<file path="src/rtl/ssp_pkg.sv">
package ssp_pkg;

  typedef enum logic [1:0] {
    SEQ_IDLE = 2'd0,
    SEQ_PUSH = 2'd1,
    SEQ_PULL = 2'd2
  } seq_state_e;

  typedef enum logic [1:0] {
    PULL_DEFAULT = 2'd0,
    PULL_TRAP    = 2'd1,
    PULL_FRAME   = 2'd2
  } pull_kind_e;

  function automatic pull_kind_e classify_pull(input int unsigned words,
                                               input int unsigned frame);
    if (words == 0)          return PULL_DEFAULT;
    else if (words < frame)  return PULL_TRAP;
    else                     return PULL_FRAME;
  endfunction

endpackage

</file>
<file path="src/rtl/ssp_cnt.sv">
module ssp_cnt #(
  parameter int W = 15
) (
  input  logic         clk,
  input  logic         rst_n,
  input  logic         ld,
  input  logic [W-1:0] ld_val,
  input  logic         ld_flag,
  input  logic         inc,
  input  logic         dec,
  output logic [W-1:0] cnt,
  output logic         flag
);
  localparam logic [W-1:0] TOP = {W{1'b1}};

  always_ff @(posedge clk) begin
    if (!rst_n) begin
      cnt  <= '0;
      flag <= 1'b0;
    end else if (ld) begin
      cnt  <= ld_val;
      flag <= ld_flag;
    end else if (inc) begin
      if (cnt == TOP) begin
        cnt  <= '0;
        flag <= 1'b1;
      end else begin
        cnt <= cnt + 1'b1;
      end
    end else if (dec) begin
      cnt <= cnt - 1'b1;
    end
  end
endmodule

</file>
<file path="src/rtl/ssp_tos.sv">
module ssp_tos #(
  parameter int AW = 17
) (
  input  logic          clk,
  input  logic          rst_n,
  input  logic          ld,
  input  logic [AW-1:0] ld_val,
  input  logic          up,
  input  logic          down,
  output logic [AW-1:0] tos,
  output logic [AW-1:0] next_up
);
  assign next_up = tos + 1'b1;

  always_ff @(posedge clk) begin
    if (!rst_n)    tos <= '0;
    else if (ld)   tos <= ld_val;
    else if (up)   tos <= next_up;
    else if (down) tos <= tos - 1'b1;
  end
endmodule

</file>
<file path="src/rtl/ssp_seq.sv">
module ssp_seq
  import ssp_pkg::*;
#(
  parameter int FRAME = 28,
  parameter int CNT_W = 15
) (
  input  logic             clk,
  input  logic             rst_n,
  input  logic             start_push,
  input  logic             start_pull,
  input  logic [CNT_W-1:0] words,
  input  logic             mem_ready,
  output logic             busy,
  output logic             pushing,
  output logic             mem_valid,
  output logic             beat_acc,
  output logic             done,
  output logic             trap_p,
  output logic             dflt_p
);
  localparam int BEAT_W = (FRAME > 1) ? $clog2(FRAME) : 1;
  localparam logic [BEAT_W-1:0] LAST = BEAT_W'(FRAME - 1);

  seq_state_e        state;
  logic [BEAT_W-1:0] beat;
  pull_kind_e        kind;

  assign kind      = classify_pull(int'(words), FRAME);
  assign busy      = (state != SEQ_IDLE);
  assign pushing   = (state == SEQ_PUSH);
  assign mem_valid = busy;
  assign beat_acc  = mem_valid & mem_ready;
  assign done      = beat_acc & (beat == LAST);

  always_ff @(posedge clk) begin
    if (!rst_n) begin
      state  <= SEQ_IDLE;
      beat   <= '0;
      trap_p <= 1'b0;
      dflt_p <= 1'b0;
    end else begin
      trap_p <= 1'b0;
      dflt_p <= 1'b0;
      case (state)
        SEQ_IDLE: begin
          beat <= '0;
          if (start_push) begin
            state <= SEQ_PUSH;
          end else if (start_pull) begin
            case (kind)
              PULL_DEFAULT: dflt_p <= 1'b1;
              PULL_TRAP:    trap_p <= 1'b1;
              default:      state  <= SEQ_PULL;
            endcase
          end
        end
        default: begin
          if (beat_acc) begin
            if (beat == LAST) begin
              state <= SEQ_IDLE;
              beat  <= '0;
            end else begin
              beat <= beat + 1'b1;
            end
          end
        end
      endcase
    end
  end
endmodule

</file>
<file path="src/rtl/ssp_ctrl.sv">
module ssp_ctrl #(
  parameter int          ADDR_W      = 17,
  parameter int          CNT_W       = 15,
  parameter int          FRAME       = 28,
  parameter logic [7:0]  TRAP_VECTOR = 8'h4D
) (
  input  logic              clk,
  input  logic              rst_n,
  input  logic              dw_en,
  input  logic [ADDR_W-1:0] dw_tos,
  input  logic [CNT_W-1:0]  dw_space,
  input  logic [CNT_W-1:0]  dw_words,
  input  logic              dw_space_ovf,
  input  logic              dw_words_ovf,
  input  logic              cmd_push,
  input  logic              cmd_pull,
  output logic [ADDR_W-1:0] ptr_tos,
  output logic [CNT_W-1:0]  ptr_space,
  output logic [CNT_W-1:0]  ptr_words,
  output logic              ptr_space_ovf,
  output logic              ptr_words_ovf,
  output logic              busy,
  output logic              mem_valid,
  output logic              mem_write,
  output logic [ADDR_W-1:0] mem_addr,
  input  logic              mem_ready,
  output logic              done,
  output logic              trap,
  output logic [7:0]        trap_vec,
  output logic              trap_cc2,
  output logic              dflt_load
);
  logic              dw_take;
  logic              beat_acc;
  logic              pushing;
  logic              step_push;
  logic              step_pull;
  logic [ADDR_W-1:0] tos_plus;

  assign dw_take   = dw_en & ~busy;
  assign step_push = beat_acc & pushing;
  assign step_pull = beat_acc & ~pushing;

  ssp_seq #(.FRAME(FRAME), .CNT_W(CNT_W)) u_seq (
    .clk        (clk),
    .rst_n      (rst_n),
    .start_push (cmd_push & ~dw_en),
    .start_pull (cmd_pull & ~dw_en),
    .words      (ptr_words),
    .mem_ready  (mem_ready),
    .busy       (busy),
    .pushing    (pushing),
    .mem_valid  (mem_valid),
    .beat_acc   (beat_acc),
    .done       (done),
    .trap_p     (trap),
    .dflt_p     (dflt_load)
  );

  ssp_tos #(.AW(ADDR_W)) u_tos (
    .clk     (clk),
    .rst_n   (rst_n),
    .ld      (dw_take),
    .ld_val  (dw_tos),
    .up      (step_push),
    .down    (step_pull),
    .tos     (ptr_tos),
    .next_up (tos_plus)
  );

  ssp_cnt #(.W(CNT_W)) u_words (
    .clk     (clk),
    .rst_n   (rst_n),
    .ld      (dw_take),
    .ld_val  (dw_words),
    .ld_flag (dw_words_ovf),
    .inc     (step_push),
    .dec     (step_pull),
    .cnt     (ptr_words),
    .flag    (ptr_words_ovf)
  );

  ssp_cnt #(.W(CNT_W)) u_space (
    .clk     (clk),
    .rst_n   (rst_n),
    .ld      (dw_take),
    .ld_val  (dw_space),
    .ld_flag (dw_space_ovf),
    .inc     (step_pull),
    .dec     (step_push),
    .cnt     (ptr_space),
    .flag    (ptr_space_ovf)
  );

  assign mem_write = pushing;
  assign mem_addr  = pushing ? tos_plus : ptr_tos;
  assign trap_cc2  = trap;
  assign trap_vec  = trap ? TRAP_VECTOR : 8'h00;
endmodule

</file>
<file path="config.mk">
export PLATFORM = sky130hd
export DESIGN_NAME = ssp_ctrl
export DESIGN_NICKNAME = d
export VERILOG_FILES = /design/src/rtl/ssp_pkg.sv /design/src/rtl/ssp_cnt.sv /design/src/rtl/ssp_tos.sv /design/src/rtl/ssp_seq.sv /design/src/rtl/ssp_ctrl.sv
export SDC_FILE = /design/constraint.sdc
export NUM_CORES = 1
export LEC_CHECK = 0
export BUFFER_PORTS_ARGS = -buffer_cell sky130_fd_sc_hd__clkbuf_2
export CORE_UTILIZATION = 52
export CTS_CLUSTER_DIAMETER = 30
export DETAILED_ROUTE_END_ITERATION = 10
export PLACE_DENSITY = 0.8
export SETUP_SLACK_MARGIN = 0.1
export SYNTH_ARGS = -nofsm -noshare
export SYNTH_HDL_FRONTEND = slang
export SYNTH_SLANG_ARGS = --single-unit
</file>
<file path="constraint.sdc">
create_clock -name clk -period 2.7 [get_ports clk]
set_clock_uncertainty 0.2 [all_clocks]
set_input_delay 0.27 -clock clk [delete_from_list [all_inputs] [get_ports clk]]
set_output_delay 0.27 -clock clk [all_outputs]
set_load 0.03 [all_outputs]
</file>
==> results.sh <==
export IMPL_worst_slew_pin_transition_ns=0.747
export IMPL_via_count_of_the_first_global_routing_pass=5089
export IMPL_wire_per_inst_um=17.7
export IMPL_pwr_density_cell_mw_per_mm2=545
export IMPL_placement_io_buffers=131
export IMPL_grt_pass1_wl_mm=24.6
export IMPL_tritoncts_buffer_count=9
export IMPL_cts_reportedPaths_clkPinSlew_ns=0.08
export IMPL_rows=34
export IMPL_timing_hold_ws_ns=0.000875
export IMPL_drt_iter0_drc=387
export IMPL_startpoint_to_endpoint_class_of_the_critical_path="register to output port"
export IMPL_number_of_diodes_added_for_antenna_fixing=0
export IMPL_synth_edff_count=0
export IMPL_pre_cts_slack_ns=0.246
export IMPL_max_slew_margin=0.500
export IMPL_layout_nets=807
export IMPL_synth_area_leader_cell="sky130_fd_sc_hd__dfxtp_1"
export IMPL_timing_max_cap_violations=0
export IMPL_tritoncts_clock_tree="built"
export IMPL_cp_start_kind="register"
export IMPL_dp_hpwl_mm=10.6
export IMPL_hold_violations=0
export IMPL_synth_seq_cells=58
export IMPL_post_layout_instance_area_mm2=0.00579
export IMPL_design_portCount=136
export IMPL_routed_via_density=6.37
export IMPL_placement_cell_area_mm2=0.00542
export IMPL_drt_pass1_iter_count=6
export IMPL_sequential_share_of_the_synthesized_area=0.247
export IMPL_cts_path_max_buffers=2
export IMPL_core_mm2=0.00876
export IMPL_remaining_drc_errors=0
export IMPL_yosysWarnings=0
export IMPL_rsz0062_at_grt="no"
export IMPL_syn_area_mm2=0.00471
export IMPL_ir_drop_mv=0.246
export IMPL_die_height_um=97.1
export IMPL_post_cts_setup_buffers=0
export IMPL_count_of_different_cell_masters_after_synthesis=76
export IMPL_final_max_slew_violation_count=0
export IMPL_post_route_min_period_ns=2.52
export IMPL_period_share=0.934
export IMPL_synth_main_ff_cell="sky130_fd_sc_hd__dfxtp_1"
export IMPL_gp_congestion=0.964
export IMPL_finalWirelength_mm=15.2
export IMPL_crit_arrival_ns=2.05
export IMPL_fp_dieArea_mm2=0.00944
export IMPL_floorplan_initialDensity=0.537
export IMPL_leakage_nw=2.33
export IMPL_syn_avg_cell_area_um2=7.50
export IMPL_status="finished clean"
export IMPL_drive_above_1_share=0.297
export IMPL_grt_max_degree=52
export IMPL_area_growth_syn_to_layout_pct=23.1
export IMPL_synthCells=628
export IMPL_antenna_violating_nets_post_route=0
export IMPL_timing_final_ws_setup_ns=0.177
export IMPL_setup_tns_final_ns=0
export IMPL_num_vias=5467
export IMPL_setup_viol_count_final=0
export IMPL_clock_fmax_mhz=396
export IMPL_end_kind="output port"
export IMPL_synth_largest_type_area_fraction=0.247
export IMPL_dieWidth_um=97.1
export IMPL_grt_util_all_layers=0.318
export IMPL_timing_critical_path_fanout_max=9
export IMPL_worstSkewPairLatency_ns=0.36
export IMPL_synth_area_top_cells="sky130_fd_sc_hd__dfxtp_1 25%, sky130_fd_sc_hd__a21oi_1 4.1%, sky130_fd_sc_hd__nand4_1 4.1%"
export IMPL_num_fill_cells=766
export IMPL_post_route_util=0.661
export IMPL_htreeDepth=3
export IMPL_clock_tree_root_cell="sky130_fd_sc_hd__clkbuf_8"
export IMPL_cp_data_required_time_ns=2.23
export IMPL_globalRouteOverflowTotal=0
export IMPL_clock_sinks=58
export IMPL_share_of_async_settable_or_async_resettable_flops_after_synthesis=0
export IMPL_min_delay_path_class="input pin to register"
export IMPL_initial_antenna_violation_count=0
[area by class of cell]
| cell class | count | area, um^2 | share of cell area |
|---|---|---|---|
| tap | 108 | 135 | 0.0233 |
| clock buffer | 9 | 124 | 0.0214 |
| clock inverter | 7 | 46.3 | 0.00799 |
| timing repair buffer | 176 | 1040 | 0.179 |
| multi-input combinational | 481 | 3200 | 0.553 |
| sequential | 58 | 1180 | 0.203 |
| inverter | 19 | 71.3 | 0.0123 |
[path summary, 6_finish.rpt]
path | startpoint | end | slack [ns] | cells after the start
hold / removal | dw_tos[2] | u_tos.tos[2] | 0.0009 | 3
setup / recovery | u_seq.state[1] | mem_addr[16] | 0.18 | 7
setup reg to reg | u_space.cnt[0] | u_space.cnt[12] | 0.35 | 7
hold reg to reg | u_space.flag | u_space.flag | 0.31 | 2
[synthesized netlist by cell type (10+ instances only)]
cell type	number
sky130_fd_sc_hd__a21oi_1	39
sky130_fd_sc_hd__a31oi_1	10
sky130_fd_sc_hd__buf_2	13
sky130_fd_sc_hd__buf_4	12
sky130_fd_sc_hd__clkbuf_1	44
sky130_fd_sc_hd__dfxtp_1	58
sky130_fd_sc_hd__inv_1	19
sky130_fd_sc_hd__nand2_1	41
sky130_fd_sc_hd__nand3_1	33
sky130_fd_sc_hd__nand4_1	31
sky130_fd_sc_hd__nor2_1	48
sky130_fd_sc_hd__nor3_1	25
sky130_fd_sc_hd__o21ai_0	37
sky130_fd_sc_hd__o221ai_1	12
sky130_fd_sc_hd__xnor2_1	22
sky130_fd_sc_hd__xor2_1	19
[per-layer routing]
metal | up-vias | part of all wire | track usage
li1 | 2573 | - | -
met1 | 2521 | 0.41 | 0.399
met3 | 42 | 0.093 | 0.0612
met2 | 331 | 0.47 | 0.525
met4 | 0 | 0.029 | 0.148
met5 | - | 0 | 0
[logic make-up (layout without fill, tap and decap cells)]
group | count (synthesis) | after routing | share of synthesized area
adders and majority gates | 7 | 7 | 0.0186
DFF | 58 | 58 | 0.247
and+or+nand+nor | 254 | 254 | 0.307
AOI/OAI and AO/OA | 168 | 168 | 0.244
xor gates and xnor gates | 41 | 41 | 0.0763
other | 1 | 4 | 0.000797
muxes | 7 | 7 | 0.0162
buffers and inverters | 92 | 211 | 0.0901
[per-stage QoR]
step,power [W],std cells
global route,0.00331,858
CTS,0.00313,858
global placement,0.00235,827
detailed placement,0.00238,827
floorplan,0.00204,631
finish,0.00315,858
[where the power goes]
group,internal [W],switching [W]
Sequential,0.000947,0.000187
Clock,0.000328,0.000409
Combinational,0.000482,0.000801
Total,0.00176,0.00140
[what timing repair did]
| action | 4_1_cts | 5_1_grt |
|---|---|---|
| hold buffers | 15 | 0 |
| gates resized for setup | 15 | 13 |
| setup endpoints to repair | 5 | 6 |
| hold endpoints to repair | 15 | 0 |
[worst max-delay path, stage by stage (launching register included)]
cell and delay, ns:
sky130_fd_sc_hd__dfxtp_1 0.40, sky130_fd_sc_hd__nand2b_1 0.20, sky130_fd_sc_hd__inv_1 0.11, sky130_fd_sc_hd__nand3_2 0.13
sky130_fd_sc_hd__or3_4 0.38, sky130_fd_sc_hd__nor2_2 0.15, sky130_fd_sc_hd__xor2_2 0.13, sky130_fd_sc_hd__clkbuf_4 0.19
[registers in the layout, indices dropped and copies added (netlist names)]
name,flops
u_space.flag,1
u_seq.beat,5
u_seq.trap_p,1
u_words.cnt,15
u_seq.dflt_p,1
u_seq.state,2
u_words.flag,1
u_space.cnt,15
u_tos.tos,17
[cells in the final DEF, fill, tap and decap left out, drive strengths merged, types with 5 or more instances in the layout]
| cell | Yosys | layout |
|---|---|---|
| clkbuf | 46 | 138 |
| dfxtp | 58 | 58 |
| nor2 | 48 | 48 |
| nand2 | 41 | 41 |
| a21oi | 40 | 40 |
| o21ai | 39 | 39 |
| nand3 | 33 | 33 |
| buf | 27 | 32 |
| nand4 | 31 | 31 |
| nor3 | 25 | 25 |
| xnor2 | 22 | 22 |
| inv | 19 | 19 |
| xor2 | 19 | 19 |
| dlygate4sd3 | 0 | 15 |
| nor4 | 13 | 13 |
| o221ai | 12 | 12 |
| a31oi | 10 | 10 |
| or3 | 10 | 10 |
| o211ai | 8 | 8 |
| and4 | 8 | 8 |
| a221oi | 8 | 8 |
| ha | 7 | 7 |
| and2 | 6 | 6 |
| or4 | 6 | 6 |
| and3 | 5 | 5 |
| nand3b | 5 | 5 |
| mux2i | 5 | 5 |
| a311oi | 5 | 5 |
| a211oi | 5 | 5 |
Note: power is estimated with default switching activity, not from simulation.
